<file path="config.mk">
export PLATFORM = sky130hd
export DESIGN_NAME = evt_irq_bank
export DESIGN_NICKNAME = d
export VERILOG_FILES = /design/src/rtl/evt_irq_pkg.sv /design/src/rtl/evt_irq_decode.sv /design/src/rtl/evt_irq_slice.sv /design/src/rtl/evt_irq_rdmux.sv /design/src/rtl/evt_irq_bank.sv
export SDC_FILE = /design/constraint.sdc
export NUM_CORES = 1
export LEC_CHECK = 0
export CAP_MARGIN = 15
export CORE_AREA = 2 2 39 41
export DETAILED_ROUTE_END_ITERATION = 16
export DIE_AREA = 0 0 41 43
export DONT_BUFFER_PORTS = 1
export GPL_TIMING_DRIVEN = 0
export PLACE_DENSITY_LB_ADDON = 0.08
export SYNTH_ARGS = -nofsm -noshare
export SYNTH_HDL_FRONTEND = slang
export SYNTH_SLANG_ARGS = --single-unit
</file>
<file path="constraint.sdc">
create_clock -name clk -period 2.2 [get_ports clk]
set_input_delay 0.44 -clock clk [delete_from_list [all_inputs] [get_ports clk]]
set_output_delay 0.44 -clock clk [all_outputs]
set_load 0.05 [all_outputs]
</file>
<file path="src/rtl/evt_irq_pkg.sv">
package evt_irq_pkg;
  localparam int NUM_EVT = 3;
  // Bit position of each event in the status and mask words, in event order.
  localparam int EVT_POS [NUM_EVT] = '{0, 1, 6};

  localparam int A_RAW    = 0;
  localparam int A_MASK   = 1;
  localparam int A_MASKED = 2;
  localparam int A_ST_SET = 3;
  localparam int A_ST_CLR = 4;
  localparam int A_MK_SET = 5;
  localparam int A_MK_CLR = 6;

  typedef struct packed {
    logic mask_wr;
    logic st_set;
    logic st_clr;
    logic mk_set;
    logic mk_clr;
  } wr_strb_t;
endpackage

</file>
<file path="src/rtl/evt_irq_decode.sv">
module evt_irq_decode
  import evt_irq_pkg::*;
#(
  parameter int ADDR_W = 3
) (
  input  logic              wen,
  input  logic [ADDR_W-1:0] addr,
  output wr_strb_t          strb
);
  always_comb begin
    strb         = '0;
    strb.mask_wr = wen && (addr == ADDR_W'(A_MASK));
    strb.st_set  = wen && (addr == ADDR_W'(A_ST_SET));
    strb.st_clr  = wen && (addr == ADDR_W'(A_ST_CLR));
    strb.mk_set  = wen && (addr == ADDR_W'(A_MK_SET));
    strb.mk_clr  = wen && (addr == ADDR_W'(A_MK_CLR));
  end
endmodule

</file>
<file path="src/rtl/evt_irq_slice.sv">
module evt_irq_slice
  import evt_irq_pkg::*;
(
  input  logic     clk,
  input  logic     rst_n,
  input  logic     hw_evt,
  input  wr_strb_t strb,
  input  logic     wbit,
  output logic     raw_q,
  output logic     mask_q
);
  // The hardware pulse and a software set take priority over a software clear.
  always_ff @(posedge clk or negedge rst_n) begin
    if (!rst_n) begin
      raw_q <= 1'b0;
    end else if (hw_evt || (strb.st_set && wbit)) begin
      raw_q <= 1'b1;
    end else if (strb.st_clr && wbit) begin
      raw_q <= 1'b0;
    end
  end

  always_ff @(posedge clk or negedge rst_n) begin
    if (!rst_n) begin
      mask_q <= 1'b0;
    end else if (strb.mask_wr) begin
      mask_q <= wbit;
    end else if (strb.mk_set && wbit) begin
      mask_q <= 1'b1;
    end else if (strb.mk_clr && wbit) begin
      mask_q <= 1'b0;
    end
  end
endmodule

</file>
<file path="src/rtl/evt_irq_rdmux.sv">
module evt_irq_rdmux
  import evt_irq_pkg::*;
#(
  parameter int DATA_W = 32,
  parameter int ADDR_W = 3
) (
  input  logic [ADDR_W-1:0] addr,
  input  logic [DATA_W-1:0] raw_vec,
  input  logic [DATA_W-1:0] mask_vec,
  output logic [DATA_W-1:0] rdata,
  output logic              irq
);
  logic [DATA_W-1:0] masked_vec;

  assign masked_vec = raw_vec & mask_vec;
  assign irq        = |masked_vec;

  // Set-only and clear-only ports fall through to the default and read as zero.
  always_comb begin
    case (addr)
      ADDR_W'(A_RAW):    rdata = raw_vec;
      ADDR_W'(A_MASK):   rdata = mask_vec;
      ADDR_W'(A_MASKED): rdata = masked_vec;
      default:           rdata = '0;
    endcase
  end
endmodule

</file>
<file path="src/rtl/evt_irq_bank.sv">
module evt_irq_bank
  import evt_irq_pkg::*;
#(
  parameter int DATA_W = 32,
  parameter int ADDR_W = 3
) (
  input  logic              clk,
  input  logic              rst_n,
  input  logic              reg_wen,
  input  logic [ADDR_W-1:0] reg_addr,
  input  logic [DATA_W-1:0] reg_wdata,
  output logic [DATA_W-1:0] reg_rdata,
  input  logic              evt_ch0,
  input  logic              evt_ch1,
  input  logic              evt_ovf,
  output logic              irq
);
  wr_strb_t            strb;
  logic [NUM_EVT-1:0]  evt_vec;
  logic [NUM_EVT-1:0]  raw_bits;
  logic [NUM_EVT-1:0]  mask_bits;
  logic [NUM_EVT-1:0]  wbits;
  logic [DATA_W-1:0]   raw_vec;
  logic [DATA_W-1:0]   mask_vec;
  logic                unused_wdata;

  assign evt_vec = {evt_ovf, evt_ch1, evt_ch0};

  evt_irq_decode #(.ADDR_W(ADDR_W)) u_dec (
    .wen  (reg_wen),
    .addr (reg_addr),
    .strb (strb)
  );

  for (genvar i = 0; i < NUM_EVT; i++) begin : g_evt
    assign wbits[i] = reg_wdata[EVT_POS[i]];

    evt_irq_slice u_slice (
      .clk    (clk),
      .rst_n  (rst_n),
      .hw_evt (evt_vec[i]),
      .strb   (strb),
      .wbit   (wbits[i]),
      .raw_q  (raw_bits[i]),
      .mask_q (mask_bits[i])
    );
  end

  // Scatter the event slices onto their fixed bit positions; other bits stay zero.
  always_comb begin
    raw_vec  = '0;
    mask_vec = '0;
    for (int i = 0; i < NUM_EVT; i++) begin
      raw_vec[EVT_POS[i]]  = raw_bits[i];
      mask_vec[EVT_POS[i]] = mask_bits[i];
    end
  end

  assign unused_wdata = ^reg_wdata;

  evt_irq_rdmux #(.DATA_W(DATA_W), .ADDR_W(ADDR_W)) u_rd (
    .addr     (reg_addr),
    .raw_vec  (raw_vec),
    .mask_vec (mask_vec),
    .rdata    (reg_rdata),
    .irq      (irq)
  );
endmodule

</file>
==> qor.json, run 1 <==
{
  "place_inst": 122,
  "timing.fmax_mhz": 498.7,
  "insertion_delay_ps": 240,
  "cts_post_setup_buffers_inserted": 0,
  "effective_utilization_at_floorplan_pct": 44.94,
  "fin_crit_ps": 2005,
  "share_seq_of_total_power_pct": 28.3,
  "arrival_worst_endpoint_ps": 1570,
  "synthSimpleGateAreaFrac_pct": 21.73,
  "synth-xor-area-share_pct": 0,
  "std_cell_rows": 14,
  "worstMarginPinSlew_ps": 896.5,
  "placement_stage_cell_area_sq_um": 747.0,
  "hold-worst-slack_ps": 311.2,
  "synth_largest_type_area_fraction_pct": 35.01,
  "final.period_utilization_pct": 91.14,
  "power-per-cell-area_nw_per_um2": 549.6,
  "area.growth.synth_to_final_pct": 25.96,
  "critical_path_class": "in -> out",
  "die_w_um": 41,
  "die_height_um": 43,
  "yosys_register_bits": 6,
  "ys.warnings.count": 0,
  "multiInputGateArea_sq_um": 345.3,
  "synth_fa_ha_area_share_pct": 0,
  "number_of_global_route_vias_before_repair": 422,
  "avgSynthCellArea_sq_um": 7.972,
  "quantity_of_i_o_buffers_inserted_on_ports": 0,
  "placeableCoreArea_sq_um": 1384,
  "tritoncts_num_sinks": 6,
  "power.combinational.fraction_pct": 49.2,
  "slew_headroom_pct": 40.01,
  "hold_path.class": "in -> reg",
  "critPathMaxFanout": 10,
  "place.gp.congestion": 0.7799,
  "lkg_pwr_nw": 0.4207,
  "timing.critical_path.required_ps": 1760,
  "pin_count_of_the_biggest_net_entering_global_routing": 11,
  "ant_nets": 0,
  "synth_top_family_by_area": "buffers and inverters",
  "drv.max_cap_violation_count": 0,
  "synth_compound_area_share_pct": 15.69,
  "dr.first_iter.drc_count": 21,
  "layout.filler_cells": 157,
  "worst_ir_drop_on_vdd_mv": 0.4750,
  "hpwl_um": 989.5,
  "cts.reportedPaths.clkPinSlew_ps": 40,
  "synth.area.top_cells": "sky130_fd_sc_hd__buf_4, sky130_fd_sc_hd__dfrtp_1, sky130_fd_sc_hd__nand2_1, sky130_fd_sc_hd__a21oi_1, sky130_fd_sc_hd__a221o_1",
  "cts_max_path_buffers": 2,
  "floorplan.die_area_sq_um": 1763,
  "drt-pass1-iter-count": 4,
  "grt.total_usage_pct": 14.82,
  "yosys-mux-area-fraction_pct": 0,
  "drive_gt1_share_pct": 33.64,
  "layout_net_count": 153,
  "ys_types": 19,
  "power.switching_mw": 0.1995,
  "timing.final.setup_violations": 0,
  "setup-tns-final_ps": 0,
  "globalRoute.totalOverflow": 0,
  "power.switching_fraction_pct": 46.33,
  "finalMaxSlewViolations": 0,
  "syn_inst": 78,
  "cts_tree": "done",
  "floorplan.io_pins": 74,
  "final_design_area_no_fill_sq_um": 783.3,
  "clk_root_buffer_cell": "sky130_fd_sc_hd__clkbuf_4",
  "antennaDiodeCount": 0,
  "synth_top_cell_by_area": "sky130_fd_sc_hd__buf_4",
  "most-common-layout-cells": "sky130_fd_sc_hd__buf_4, sky130_fd_sc_hd__conb_1, sky130_fd_sc_hd__nand2_1, sky130_fd_sc_hd__a21oi_1, sky130_fd_sc_hd__dfrtp_1",
  "final-instance-count-excl-fill": 126,
  "post-route-drc-count": 0,
  "route.detailed.vias_per_inst": 4.040,
  "setup.worst_path.start_class": "input port",
  "seqCellArea_sq_um": 150.1,
  "first_pass_grt_wire_length_um": 1787,
  "grt_setup_unrepaired": "no",
  "avgRoutedWirePerCell_um": 9.278,
  "routed-via-count": 509,
  "synthesis.area_sq_um": 621.8,
  "number_of_hold_violations_in_the_final_report": 0,
  "htree_levels": 1,
  "worst_setup_path_end_kind": "primary output",
  "synth_seq_area_share_pct": 24.14,
  "antenna_found_initial": 0,
  "cts_buffers": 3,
  "drt_wl_total_um": 1169,
  "share_clk_of_total_power_pct": 22.5,
  "outcome": "finished, final reports clean",
  "timing.clock.skew_ps": 0,
  "p_int_mw": 0.2310
}
## path summary, 6_finish.rpt
check	slack [ps]	to	cells after the start	startpoint
min	310	g_evt[1].u_slice.raw_q$_DFFE_PN0P_	1	evt_ch1
min reg2reg	560	g_evt[1].u_slice.raw_q$_DFFE_PN0P_	1	g_evt[1].u_slice.raw_q$_DFFE_PN0P_
max in group asynchronous	1490	g_evt[2].u_slice.mask_q$_DFFE_PN0P_	1	rst_n
max	190	reg_rdata[0]	4	reg_addr[1]
min in group asynchronous	510	g_evt[0].u_slice.raw_q$_DFFE_PN0P_	1	rst_n
max reg2reg	1360	g_evt[0].u_slice.raw_q$_DFFE_PN0P_	1	g_evt[0].u_slice.raw_q$_DFFE_PN0P_
## metal layers
layer	track usage (%)	share of wire (%)	up-vias
li1	-	-	278
met1	18.67	42	208
met2	22.19	47	23
met3	6.806	11	0
met4	4.000	0	0
met5	0	0	-
## state kept, by name, indices dropped and copies added (netlist names)
signal / cells
g_evt.u_slice.raw_q: 3
g_evt.u_slice.mask_q: 3
## power groups by stage
stage | logic [mW] | registers [mW] | clock network [mW]
3_5_place_dp | 0.206 | 0.123 | 0
3_3_place_gp | 0.205 | 0.123 | 0
6_report | 0.212 | 0.122 | 0.0967
4_1_cts | 0.209 | 0.122 | 0.100
2_1_floorplan | 0.201 | 0.121 | 0
5_1_grt | 0.224 | 0.123 | 0.110
## stage by stage
| stage | util [%] | power (mW) | setup slack (ps) |
|---|---|---|---|
| CTS | 56.33 | 0.4317 | 62.14 |
| detailed placement | 53.98 | 0.3294 | 76.30 |
| floorplan | - | 0.3222 | 162.7 |
| global placement | 53.98 | 0.3284 | 83.87 |
| global route | 56.60 | 0.4559 | 108.0 |
| finish | 56.60 | 0.4305 | 194.9 |
## cell usage after synthesis
cell,instances
sky130_fd_sc_hd__nor2b_1,3
sky130_fd_sc_hd__nor3_2,1
sky130_fd_sc_hd__buf_4,29
sky130_fd_sc_hd__conb_1,1
sky130_fd_sc_hd__dfrtp_1,6
sky130_fd_sc_hd__inv_2,1
sky130_fd_sc_hd__nand4bb_1,1
sky130_fd_sc_hd__nand2_1,10
sky130_fd_sc_hd__nand2b_1,3
sky130_fd_sc_hd__a32oi_1,2
sky130_fd_sc_hd__o21ai_1,1
sky130_fd_sc_hd__a221o_1,3
sky130_fd_sc_hd__nor2_1,2
sky130_fd_sc_hd__and4bb_1,1
sky130_fd_sc_hd__buf_2,2
sky130_fd_sc_hd__nand4_1,3
sky130_fd_sc_hd__inv_1,1
sky130_fd_sc_hd__a222oi_1,1
sky130_fd_sc_hd__a21oi_1,7
## cell families (layout without fill, tap and decap cells)
family,count (synthesis),in the layout
buffers and inverters,33,37
AND/OR/NAND/NOR,24,24
AO/OA/AOI/OAI,14,14
flip-flops,6,6
other,1,29
## timing repair
action                                  CTS  global route
gates resized for setup                   0             1
hold endpoints to repair                  6             0
hold buffers                              1             0
endpoints found under the setup margin    0             1
## cell type report
cell class	instances	area share, %
timing repair buffer	1	1.278
sequential	6	19.17
inverter	2	0.9585
tap	16	2.556
buffer	31	29.07
multi-input combinational	67	44.09
clock buffer	3	2.875
## critical path, stage by stage
cell and delay, ps:
sky130_fd_sc_hd__buf_2 150, sky130_fd_sc_hd__nor2b_1 200, sky130_fd_sc_hd__a32oi_1 80, sky130_fd_sc_hd__nor2_1 690
(Power assumes the default switching activity.)
==> run 2, diff against run 1 <==
--- a/config.mk
+++ b/config.mk
@@ -5,6 +5,7 @@
 export SDC_FILE = /design/constraint.sdc
 export NUM_CORES = 1
 export LEC_CHECK = 0
+export ABC_AREA = 1
 export CAP_MARGIN = 15
 export CORE_AREA = 2 2 39 41
 export DETAILED_ROUTE_END_ITERATION = 16
==> qor.json, run 2 <==
{
  "arrival_worst_endpoint_ps": 1200,
  "p_int_mw": 0.2453,
  "share_clk_of_total_power_pct": 20.4,
  "post_cts_resize_count": 0,
  "crit_path_max_incr_delay_ps": 400,
  "drt_wl_total_um": 1286,
  "drt-pass1-iter-count": 4,
  "cts_max_path_buffers": 2,
  "layout.filler_cells": 142,
  "hpwl_um": 1090,
  "critical_path.cell_chain": "inv_2 > nand2_1 > nor2_1 > nand3_1 > nand3_1",
  "effective_utilization_at_floorplan_pct": 48.73,
  "ys_types": 15,
  "grt_setup_unrepaired": "no",
  "synthesis.area_sq_um": 674.4,
  "synth_seq_area_share_pct": 22.26,
  "critical_path.most_common_cell": "sky130_fd_sc_hd__nand3_1",
  "fin_total_pwr_mw": 0.4844,
  "yosys.cell_count.top_type": "sky130_fd_sc_hd__buf_4",
  "floorplan.io_pins": 74,
  "timing.critical_path.required_ps": 1760,
  "timing.final.setup_violations": 0,
  "cts_post_setup_buffers_inserted": 0,
  "route.layer.met1.wl_um": 524,
  "worstMarginPinSlew_ps": 536.6,
  "fin_crit_ps": 1640,
  "met2_length_um": 622,
  "wl_met3_um": 130,
  "hold_path.class": "in -> reg",
  "finalMaxSlewViolations": 0,
  "synth.cells.most_frequent": "sky130_fd_sc_hd__buf_4, sky130_fd_sc_hd__nand2_1, sky130_fd_sc_hd__nand3_1",
  "final.period_utilization_pct": 74.56,
  "placeableCoreArea_sq_um": 1384,
  "critPathMaxFanout": 4,
  "drive_gt1_share_pct": 32.82,
  "std_cell_rows": 14,
  "critical_path_class": "in -> out",
  "dr.max_layer_used": "met4",
  "cts_buffers": 3,
  "share_seq_of_total_power_pct": 28.2,
  "pin_count_of_the_biggest_net_entering_global_routing": 8,
  "holdBufCountCts": 1,
  "lkg_pwr_nw": 0.4967,
  "outcome": "finished, final reports clean",
  "area.growth.synth_to_final_pct": 23.38,
  "clk_root_buffer_cell": "sky130_fd_sc_hd__clkbuf_4",
  "number_of_global_route_vias_before_repair": 488,
  "synth.area.top_cells": "sky130_fd_sc_hd__buf_4, sky130_fd_sc_hd__dfrtp_1, sky130_fd_sc_hd__nand3_1, sky130_fd_sc_hd__nand2_1, sky130_fd_sc_hd__nand3b_1",
  "cts_tree": "done",
  "worst_setup_path_end_kind": "primary output",
  "setup.worst_path.start_class": "input port",
  "ys.warnings.count": 0,
  "hold-worst-slack_ps": 316.0,
  "avgRoutedWirePerCell_um": 8.748,
  "synth-edff-count": 0,
  "globalRoute.totalOverflow": 0,
  "power.combinational.fraction_pct": 51.4,
  "ys_async_sr_fraction_pct": 100.0,
  "timing.fmax_mhz": 609.6,
  "htree_levels": 1,
  "number_of_hold_violations_in_the_final_report": 0,
  "tritoncts_num_sinks": 6,
  "power-per-cell-area_nw_per_um2": 582.2,
  "slew_headroom_pct": 64.13,
  "grt.total_usage_pct": 17.56,
  "timing.clock.skew_ps": 0,
  "drv.max_cap_violation_count": 0,
  "post-route-drc-count": 0,
  "critical-path-slowest-cell": "sky130_fd_sc_hd__nand3_1",
  "route.detailed.vias_per_inst": 3.946,
  "worst_ir_drop_on_vdd_mv": 0.4765,
  "quantity_of_i_o_buffers_inserted_on_ports": 0,
  "most-common-layout-cells": "sky130_fd_sc_hd__buf_4, sky130_fd_sc_hd__conb_1, sky130_fd_sc_hd__nand2_1, sky130_fd_sc_hd__nand3_1, sky130_fd_sc_hd__dfrtp_1",
  "antennaDiodeCount": 0,
  "synth_top_cell_by_area": "sky130_fd_sc_hd__buf_4",
  "cts.reportedPaths.clkPinSlew_ps": 40,
  "syn_inst": 99,
  "synth_largest_type_area_fraction_pct": 32.28,
  "ant_nets": 0,
  "layout_net_count": 174,
  "largestRegisters": "g_evt.u_slice.mask_q: 3 flops, g_evt.u_slice.raw_q: 3 flops",
  "first_pass_grt_wire_length_um": 2076,
  "yosys_register_bits": 6,
  "die_height_um": 43,
  "die_w_um": 41,
  "avgSynthCellArea_sq_um": 6.812,
  "antenna_found_initial": 0,
  "synth_ff_type": "sky130_fd_sc_hd__dfrtp_1",
  "routed-via-count": 580,
  "floorplan.die_area_sq_um": 1763,
  "power.switching_mw": 0.2391,
  "setup-tns-final_ps": 0,
  "place.gp.congestion": 0.8513,
  "power.switching_fraction_pct": 49.37,
  "dr.first_iter.drc_count": 6,
  "insertion_delay_ps": 240
}
run 2: through the flow:
step / cells / utilization (%) / instance area (sq um) / setup slack (ps)
detailed placement: 143 / 57.78 / 799.5 / 555.0
global route: 147 / 60.13 / 832.0 / 437.1
finish: 147 / 60.13 / 832.0 / 559.6
global placement: 143 / 57.78 / 799.5 / 565.5
CTS: 147 / 60.13 / 832.0 / 553.8
floorplan: 127 / - / 779.5 / 644.4
run 2: area by class of cell:
class | count | area [sq um] | area share, %
multi-input cells | 83 | 377.9 | 45.41
plain buffers | 29 | 217.7 | 26.17
clock buffers | 3 | 22.52 | 2.707
inverters | 9 | 33.78 | 4.060
flip-flops and latches | 6 | 150.1 | 18.05
repair buffers | 1 | 10.01 | 1.203
well taps | 16 | 20.02 | 2.406
run 2: worst max-delay path: cells and delay by family:
family / cells / cell delay, ps
buffers and inverters: 1 / 20
AND/OR/NAND/NOR: 4 / 730
run 2: kinds of logic after synthesis:
group / synth area share [%]
AND/OR/NAND/NOR: 39.89
flip-flops: 22.26
other: 0.5561
buffers and inverters: 37.29
run 2: path summary, 6_finish.rpt:
path / end / cells after the start / start / slack [ps]
worst max-delay path: reg_rdata[0] / 5 / reg_addr[0] / 560
worst min-delay path: g_evt[2].u_slice.raw_q$_DFFE_PN0P_ / 1 / evt_ovf / 320
worst max register to register: g_evt[1].u_slice.mask_q$_DFFE_PN0P_ / 4 / g_evt[1].u_slice.mask_q$_DFFE_PN0P_ / 1470
worst min register to register: g_evt[2].u_slice.raw_q$_DFFE_PN0P_ / 2 / g_evt[2].u_slice.raw_q$_DFFE_PN0P_ / 580
max in group asynchronous: g_evt[2].u_slice.raw_q$_DFFE_PN0P_ / 1 / rst_n / 1490
min in group asynchronous: g_evt[2].u_slice.mask_q$_DFFE_PN0P_ / 1 / rst_n / 500
run 2: power groups by stage:
stage	sequential (mW)	clock, mW	combinational, mW
after CTS	0.137	0.100	0.248
after floorplan	0.135	0	0.235
after detailed placement	0.138	0	0.244
final	0.137	0.0989	0.249
after global routing	0.139	0.108	0.267
after global placement	0.138	0	0.243
run 2: per-layer routing:
layer	vias to the layer above	global-route usage, %
met1	237	21.67
met5	-	0
met3	2	6.806
met2	23	26.88
met4	0	6.000
li1	318	-
